`config.mk`:
```
export PLATFORM = sky130hd
export DESIGN_NAME = mtlb_pair
export DESIGN_NICKNAME = d
export VERILOG_FILES = /design/src/rtl/mtlb_pkg.sv /design/src/rtl/mtlb_match.sv /design/src/rtl/mtlb_victim.sv /design/src/rtl/mtlb_core.sv /design/src/rtl/mtlb_pair.sv
export SDC_FILE = /design/constraint.sdc
export NUM_CORES = 1
export LEC_CHECK = 0
export ABC_CLOCK_PERIOD_IN_PS = 4900
export BUFFER_PORTS_ARGS = -buffer_cell sky130_fd_sc_hd__buf_2
export CAP_MARGIN = 10
export CORE_ASPECT_RATIO = 0.8
export CORE_UTILIZATION = 54
export CTS_CLUSTER_SIZE = 10
export DETAILED_ROUTE_END_ITERATION = 6
export PLACE_DENSITY = 0.72
export SLEW_MARGIN = 5
export SYNTH_ARGS = -nofsm -noshare
export SYNTH_HDL_FRONTEND = slang
export SYNTH_SLANG_ARGS = --single-unit
export TNS_END_PERCENT = 5
```
`constraint.sdc`:
```
create_clock -name clk -period 4.9 [get_ports clk]
set_clock_uncertainty 0.15 [all_clocks]
set_input_delay 0.98 -clock clk [delete_from_list [all_inputs] [get_ports clk]]
set_output_delay 0.98 -clock clk [all_outputs]
set_load 0.1 [all_outputs]
```
`src/rtl/mtlb_pkg.sv`:
```
`timescale 1ns/1ps
package mtlb_pkg;
   localparam int RWX_W  = 3;
   localparam int PERM_W = 2 * RWX_W;

   // kernel triad in the upper half, user triad in the lower half
   function automatic logic [PERM_W-1:0] widen_perm(input logic [RWX_W-1:0] rwx,
                                                    input logic glob);
      widen_perm = glob ? {rwx, {RWX_W{1'b0}}} : {rwx, rwx};
   endfunction
endpackage

```
`src/rtl/mtlb_match.sv`:
```
`timescale 1ns/1ps
module mtlb_match #(
   parameter int N      = 8,
   parameter int VPN_W  = 19,
   parameter int ASID_W = 8
) (
   input  logic [N-1:0]             ent_valid,
   input  logic [N-1:0]             ent_glob,
   input  logic [N-1:0][VPN_W-1:0]  ent_vpn,
   input  logic [N-1:0][ASID_W-1:0] ent_asid,
   input  logic [VPN_W-1:0]         key_vpn,
   input  logic [ASID_W-1:0]        key_asid,
   output logic [N-1:0]             hits
);
   for (genvar g = 0; g < N; g++) begin : g_cmp
      assign hits[g] = ent_valid[g] && (ent_vpn[g] == key_vpn) &&
                       (ent_glob[g] || (ent_asid[g] == key_asid));
   end
endmodule

```
`src/rtl/mtlb_victim.sv`:
```
`timescale 1ns/1ps
module mtlb_victim #(
   parameter  int N     = 8,
   localparam int IDX_W = (N > 1) ? $clog2(N) : 1
) (
   input  logic             clk,
   input  logic             rst_n,
   input  logic             clear,
   input  logic             advance,
   output logic [IDX_W-1:0] ptr
);
   localparam logic [IDX_W-1:0] LAST = IDX_W'(N - 1);

   initial begin : param_chk
      if (N < 2) $fatal(1, "mtlb_victim: N must be at least 2");
   end

   always_ff @(posedge clk or negedge rst_n) begin
      if (!rst_n)       ptr <= '0;
      else if (clear)   ptr <= '0;
      else if (advance) ptr <= (ptr == LAST) ? '0 : ptr + 1'b1;
   end


   advance_moves_chk: assert property (@(posedge clk) disable iff (!rst_n)
      (advance && !clear) |=> (ptr != $past(ptr)));
endmodule

```
`src/rtl/mtlb_core.sv`:
```
`timescale 1ns/1ps
module mtlb_core #(
   parameter int N      = 8,
   parameter int VPN_W  = 19,
   parameter int PFN_W  = 19,
   parameter int ASID_W = 8
) (
   input  logic                       clk,
   input  logic                       rst_n,
   input  logic                       flush,
   input  logic                       req,
   input  logic [VPN_W-1:0]           vpn,
   input  logic [ASID_W-1:0]          asid,
   output logic                       hit,
   output logic                       miss,
   output logic [PFN_W-1:0]           pfn,
   output logic [mtlb_pkg::PERM_W-1:0] perm,
   input  logic                       fill,
   input  logic [VPN_W-1:0]           fill_vpn,
   input  logic [ASID_W-1:0]          fill_asid,
   input  logic                       fill_glob,
   input  logic [PFN_W-1:0]           fill_pfn,
   input  logic [mtlb_pkg::RWX_W-1:0] fill_rwx
);
   localparam int IDX_W  = (N > 1) ? $clog2(N) : 1;
   localparam int PERM_W = mtlb_pkg::PERM_W;

   initial begin : param_chk
      if (N < 2)     $fatal(1, "mtlb_core: N must be at least 2");
      if (VPN_W < 1) $fatal(1, "mtlb_core: VPN_W must be positive");
      if (PFN_W < 1) $fatal(1, "mtlb_core: PFN_W must be positive");
   end

   logic [N-1:0]             valid_q, glob_q;
   logic [N-1:0][VPN_W-1:0]  vpn_q;
   logic [N-1:0][ASID_W-1:0] asid_q;
   logic [N-1:0][PFN_W-1:0]  pfn_q;
   logic [N-1:0][PERM_W-1:0] perm_q;

   logic [N-1:0]     lk_hits, fill_hits, slot_sel, wr_sel;
   logic [IDX_W-1:0] ptr;
   logic             install, in_place;

   mtlb_match #(.N(N), .VPN_W(VPN_W), .ASID_W(ASID_W)) u_lk_match (
      .ent_valid(valid_q), .ent_glob(glob_q), .ent_vpn(vpn_q), .ent_asid(asid_q),
      .key_vpn(vpn), .key_asid(asid), .hits(lk_hits));

   mtlb_match #(.N(N), .VPN_W(VPN_W), .ASID_W(ASID_W)) u_fill_match (
      .ent_valid(valid_q), .ent_glob(glob_q), .ent_vpn(vpn_q), .ent_asid(asid_q),
      .key_vpn(fill_vpn), .key_asid(fill_asid), .hits(fill_hits));

   assign install  = fill && !flush;
   assign in_place = |fill_hits;

   mtlb_victim #(.N(N)) u_victim (
      .clk(clk), .rst_n(rst_n), .clear(flush),
      .advance(install && !in_place), .ptr(ptr));

   always_comb begin
      for (int i = 0; i < N; i++) slot_sel[i] = (ptr == IDX_W'(i));
   end
   assign wr_sel = in_place ? fill_hits : slot_sel;

   assign hit  = req && (|lk_hits);
   assign miss = req && !(|lk_hits);

   always_comb begin
      pfn  = '0;
      perm = '0;
      for (int i = 0; i < N; i++) begin
         if (req && lk_hits[i]) begin
            pfn  = pfn  | pfn_q[i];
            perm = perm | perm_q[i];
         end
      end
   end

   always_ff @(posedge clk or negedge rst_n) begin
      if (!rst_n) begin
         valid_q <= '0;
         glob_q  <= '0;
         vpn_q   <= '0;
         asid_q  <= '0;
         pfn_q   <= '0;
         perm_q  <= '0;
      end else if (flush) begin
         valid_q <= '0;
      end else if (install) begin
         for (int i = 0; i < N; i++) begin
            if (wr_sel[i]) begin
               valid_q[i] <= 1'b1;
               glob_q[i]  <= fill_glob;
               vpn_q[i]   <= fill_vpn;
               asid_q[i]  <= fill_asid;
               pfn_q[i]   <= fill_pfn;
               perm_q[i]  <= mtlb_pkg::widen_perm(fill_rwx, fill_glob);
            end
         end
      end
   end


   single_match_chk: assert property (@(posedge clk) disable iff (!rst_n)
      $onehot0(lk_hits));

   perm_shape_chk: assert property (@(posedge clk) disable iff (!rst_n)
      (hit && (perm[2:0] != 3'b000)) |-> (perm[2:0] == perm[5:3]));

   no_loss_chk: assert property (@(posedge clk) disable iff (!rst_n)
      !flush |=> ($countones(valid_q) >= $countones($past(valid_q))));

   flush_miss_chk: assert property (@(posedge clk) disable iff (!rst_n)
      flush |=> !hit);

   flush_empty_chk: assert property (@(posedge clk) disable iff (!rst_n)
      flush |=> ($countones(valid_q) == 0));
endmodule

```
`src/rtl/mtlb_pair.sv`:
```
`timescale 1ns/1ps
module mtlb_pair #(
   parameter int D_ENTRIES = 8,
   parameter int I_ENTRIES = 4,
   parameter int VPN_W     = 19,
   parameter int PFN_W     = 19,
   parameter int ASID_W    = 8
) (
   input  logic              clk,
   input  logic              rst_n,
   input  logic              flush,
   input  logic              d_req,
   input  logic [VPN_W-1:0]  d_vpn,
   input  logic [ASID_W-1:0] d_asid,
   output logic              d_hit,
   output logic              d_miss,
   output logic [PFN_W-1:0]  d_pfn,
   output logic [5:0]        d_perm,
   input  logic              d_fill,
   input  logic [VPN_W-1:0]  d_fill_vpn,
   input  logic [ASID_W-1:0] d_fill_asid,
   input  logic              d_fill_glob,
   input  logic [PFN_W-1:0]  d_fill_pfn,
   input  logic [2:0]        d_fill_rwx,
   input  logic              i_req,
   input  logic [VPN_W-1:0]  i_vpn,
   input  logic [ASID_W-1:0] i_asid,
   output logic              i_hit,
   output logic              i_miss,
   output logic [PFN_W-1:0]  i_pfn,
   output logic [5:0]        i_perm,
   input  logic              i_fill,
   input  logic [VPN_W-1:0]  i_fill_vpn,
   input  logic [ASID_W-1:0] i_fill_asid,
   input  logic              i_fill_glob,
   input  logic [PFN_W-1:0]  i_fill_pfn,
   input  logic [2:0]        i_fill_rwx
);
   initial begin : param_chk
      if (mtlb_pkg::PERM_W != 6) $fatal(1, "mtlb_pair: permission width must be 6");
   end

   mtlb_core #(.N(D_ENTRIES), .VPN_W(VPN_W), .PFN_W(PFN_W), .ASID_W(ASID_W)) u_dtlb (
      .clk(clk), .rst_n(rst_n), .flush(flush),
      .req(d_req), .vpn(d_vpn), .asid(d_asid),
      .hit(d_hit), .miss(d_miss), .pfn(d_pfn), .perm(d_perm),
      .fill(d_fill), .fill_vpn(d_fill_vpn), .fill_asid(d_fill_asid),
      .fill_glob(d_fill_glob), .fill_pfn(d_fill_pfn), .fill_rwx(d_fill_rwx));

   mtlb_core #(.N(I_ENTRIES), .VPN_W(VPN_W), .PFN_W(PFN_W), .ASID_W(ASID_W)) u_itlb (
      .clk(clk), .rst_n(rst_n), .flush(flush),
      .req(i_req), .vpn(i_vpn), .asid(i_asid),
      .hit(i_hit), .miss(i_miss), .pfn(i_pfn), .perm(i_perm),
      .fill(i_fill), .fill_vpn(i_fill_vpn), .fill_asid(i_fill_asid),
      .fill_glob(i_fill_glob), .fill_pfn(i_fill_pfn), .fill_rwx(i_fill_rwx));
endmodule

```
==> summary.md <==
| Metric | Value |
|---|---|
| Ys flop type | dfrtp_1 |
| R2R depth | 7 |
| Routed WL | 139000 microns |
| Wirelength per Cell | 26.8 microns |
| Seq/Total Area, Yosys | between 30% and 40% |
| Synth unique cells | 54 |
| Setup crit start kind | input pin |
| Crit. End Element | output pin |
| Final Cycle Share | 94.6% |
| RD Place Congestion | between 1 and 1.5 |
| Worst Hold Class | in2async |
| Global-route wire length before repair | 218000 microns |
| Top cell type's share of synthesized area | between 30 and 40% |
| Die area | 78300 sq um |
| CP max-delay cell | nor4_1 |
| LEAKAGE | 19.1 nW |
| Synth warn | 0 |
| Min Tclk post-route | 4.64 ns |
| Gr usage total | 35.2% |
| Initial Util | 54.9% |
| Achievable frequency | 0.216 GHz |
| # H-tree levels | 3 |
| Die Y-Extent | about 250 microns |
| Share of layout cells above drive strength 1 | between 10% and 20% |
| Core area | 75900 sq um |
| Cells after synthesis | 4265 |
| CTS resizes | 0 |
| Worst setup path startpoint | d_vpn[15] |
| Peak supply drop | 366 uV |
| Maximum buffer depth of the clock tree | 3 |
| Postcts setup bufs | 0 |
| Most numerous cell in the Yosys netlist | dfrtp_1 |
| Filler cells | 6106 |
| Worst Path Class, Setup | in2out |
| First-pass DRT Iterations | 7 |
| Worst skew pair latency | 0.67 ns |
| Critical-path cell list | buf_2 > xor2_1 > nor4_1 > nand3_1 > nor4_1 > buf_4 > and2_1 > buf_12 > a22oi_1 > nand3_1 > buf_12 |
| Top cell type by total area after synthesis | dfrtp_1 |
| Mapped Nets | 4436 |
| Synth Cell Area | 41700 sq um |
| Vias/cell | slightly above 7 |
| DRC violations left | 1 |
| Max Cap Viol | 0 |
| Synth top cells by count | dfrtp_1, xor2_1, clkbuf_1 |
| #FFs+latches synth | 653 |
| CP arrival | 3.51 ns |
| Reg clk slew, reported paths | approximately 0.060 ns |
| I/O Buffers | 214 |
| Number of enable flip-flop cells after synthesis | 0 |
| Initial antenna violation count | 12 |
| I/O Pins | 215 |
| Multi-input gate area | 22900 sq um |
| Outcome | finished with violations |
| Fin nets | 4338 |
| CTS root buffer | clkbuf_16 |
| Setup Viol. Count Final | 0 |
| Post-Syn Area per Cell | 9.78 sq um |
| Failing checks | design-rule violations |
| Unrepaired setup endpoints after global routing | false |
| Clock sink count | 653 |
| Worst Path Required | around 3.8 ns |
| Post-route cell area | ~47000 sq um |
| PD cells | 351 nW/um^2 |
| Post-synth ARST share | 100% |
| Final HPWL from detailed placement | 87100 microns |
| Final hold vios | 0 |
| Final ANT Viol Nets | 0 |
| RR Endpoint | u_itlb.pfn_q[28] |
| Largest net degree at the start of global routing | 163 |
| Routed vias | roughly 37k |
| Total grt overflow | 0 |
| Initial DRC count | just over 5k |
| Crit-path max FO | 25 |
| CTS Hold Bufs | 0 |
| Critical path's largest stage delay | 0.36 ns |
| FF-to-FF Start | u_itlb.vpn_q[34] |
| Vias in the first global route | between 30k and 40k |
| P&R area growth vs syn | 12.1% |
| Die Wd | 313 microns |
| Worst-Margin Slew | 1.16 ns |
| Top post-synthesis cells by area | dfrtp_1, xor2_1, mux2_2 |
| # rows | 90 |
| FF/Latch Area | ~16000 sq um |
| Pins Over Slew Limit | 0 |
| CTS buffer count | 77 |
| Util after Layout | 61.6% |
| Max_slew headroom | a little under a quarter |
| Worst reg2reg setup slack | 1.25 ns |
| Clock tree from TritonCTS | built |
| Hold slack | 0.175 ns |
| Post-DP Area | 44600 sq um |
[placed cells by master (no fill, tap or decap), types with 7 or more instances in the layout]
cell type,count
a211oi_1,106
a21oi_1,214
a221oi_1,25
a22o_1,26
a22oi_1,100
a311oi_1,9
a31oi_1,53
and2_1,8
and3_1,9
buf_12,101
buf_2,162
buf_4,80
clkbuf_1,8
clkbuf_16,77
dfrtp_1,652
ha_1,8
inv_1,167
mux2_1,49
mux2_2,271
nand2_1,137
nand3_1,50
nand4_1,157
nor2_1,85
nor2_2,7
nor3_1,20
nor4_1,144
o2111ai_1,60
o211a_1,90
o211ai_1,272
o311ai_0,246
or4_1,70
xnor2_1,110
xor2_1,538
[cell type report]
| cell class | instances | share of cell area [%] |
|---|---|---|
| inverter | 172 | 1.38 |
| sequential | 653 | 35.0 |
| timing repair buffer | 344 | 7.38 |
| antenna | 5 | 0.0268 |
| multi-input combinational | 2919 | 48.9 |
| clock buffer | 88 | 4.28 |
| clock inverter | 10 | 0.305 |
| tap | 1012 | 2.71 |
[per-layer routing]
metal,share of wire (%),track usage [%]
met5,0.065,0
met4,3.7,13.0
met3,11,8.96
met2,42,49.7
met1,43,51.5
[critical path: cells and delay by family]
family / cells / cell delay, ns
AND/OR/NAND/NOR: 5 / 1.31
XOR/XNOR: 1 / 0.15
AO/OA/AOI/OAI: 1 / 0.10
buffers and inverters: 4 / 0.93
[state kept, by name, indices dropped and copies added, names as in the netlist]
name                 count
u_dtlb.perm_q           48
u_dtlb.u_victim.ptr      3
u_itlb.pfn_q            76
u_itlb.glob_q            4
u_itlb.valid_q           4
u_itlb.u_victim.ptr      2
u_dtlb.asid_q           64
u_itlb.vpn_q            76
u_dtlb.pfn_q           152
u_dtlb.glob_q            8
u_itlb.perm_q           24
u_itlb.asid_q           32
u_dtlb.vpn_q           152
u_dtlb.valid_q           8
[stage by stage]
stage          cells  total power, mW  TNS, ns  setup slack [ns]
5_1_grt         5201             17.1        0             0.220
6_report        5203             16.4        0             0.264
2_1_floorplan   4265             9.76    -1.10            -0.101
3_5_place_dp    5100             11.0        0             0.324
4_1_cts         5198             16.3        0             0.312
3_3_place_gp    5100             10.9        0             0.308
[logic make-up (layout without fill, tap and decap cells)]
logic type                 count (synthesis)  count (layout)  share of synthesized area, %
adders and majority gates                 10              10                         0.300
DFF                                      653             653                          39.2
xor gates and xnor gates                 648             648                          13.6
and+or+nand+nor                          718             718                          9.54
other                                      0               5                             0
muxes                                    320             320                          8.64
AOI/OAI and AO/OA                       1223            1223                          22.3
buffers and inverters                    693             614                          6.45
[report_power, final]
part / switching, mW / internal [mW]
Combinational: 1.90 / 1.72
Sequential: 1.07 / 6.38
Clock: 2.38 / 2.93
Total: 5.35 / 11.0
[how the worst max path moves through the flow]
stage / cells after the start / slack, ns / to
after global routing: 11 / 0.22 / d_perm[1]
after detailed placement: 11 / 0.32 / d_perm[3]
after global placement: 11 / 0.31 / d_perm[3]
after CTS: 11 / 0.31 / d_perm[3]
final: 11 / 0.26 / d_perm[3]
after floorplan: 9 / -0.10 / d_pfn[8]
(Power assumes the default switching activity.)
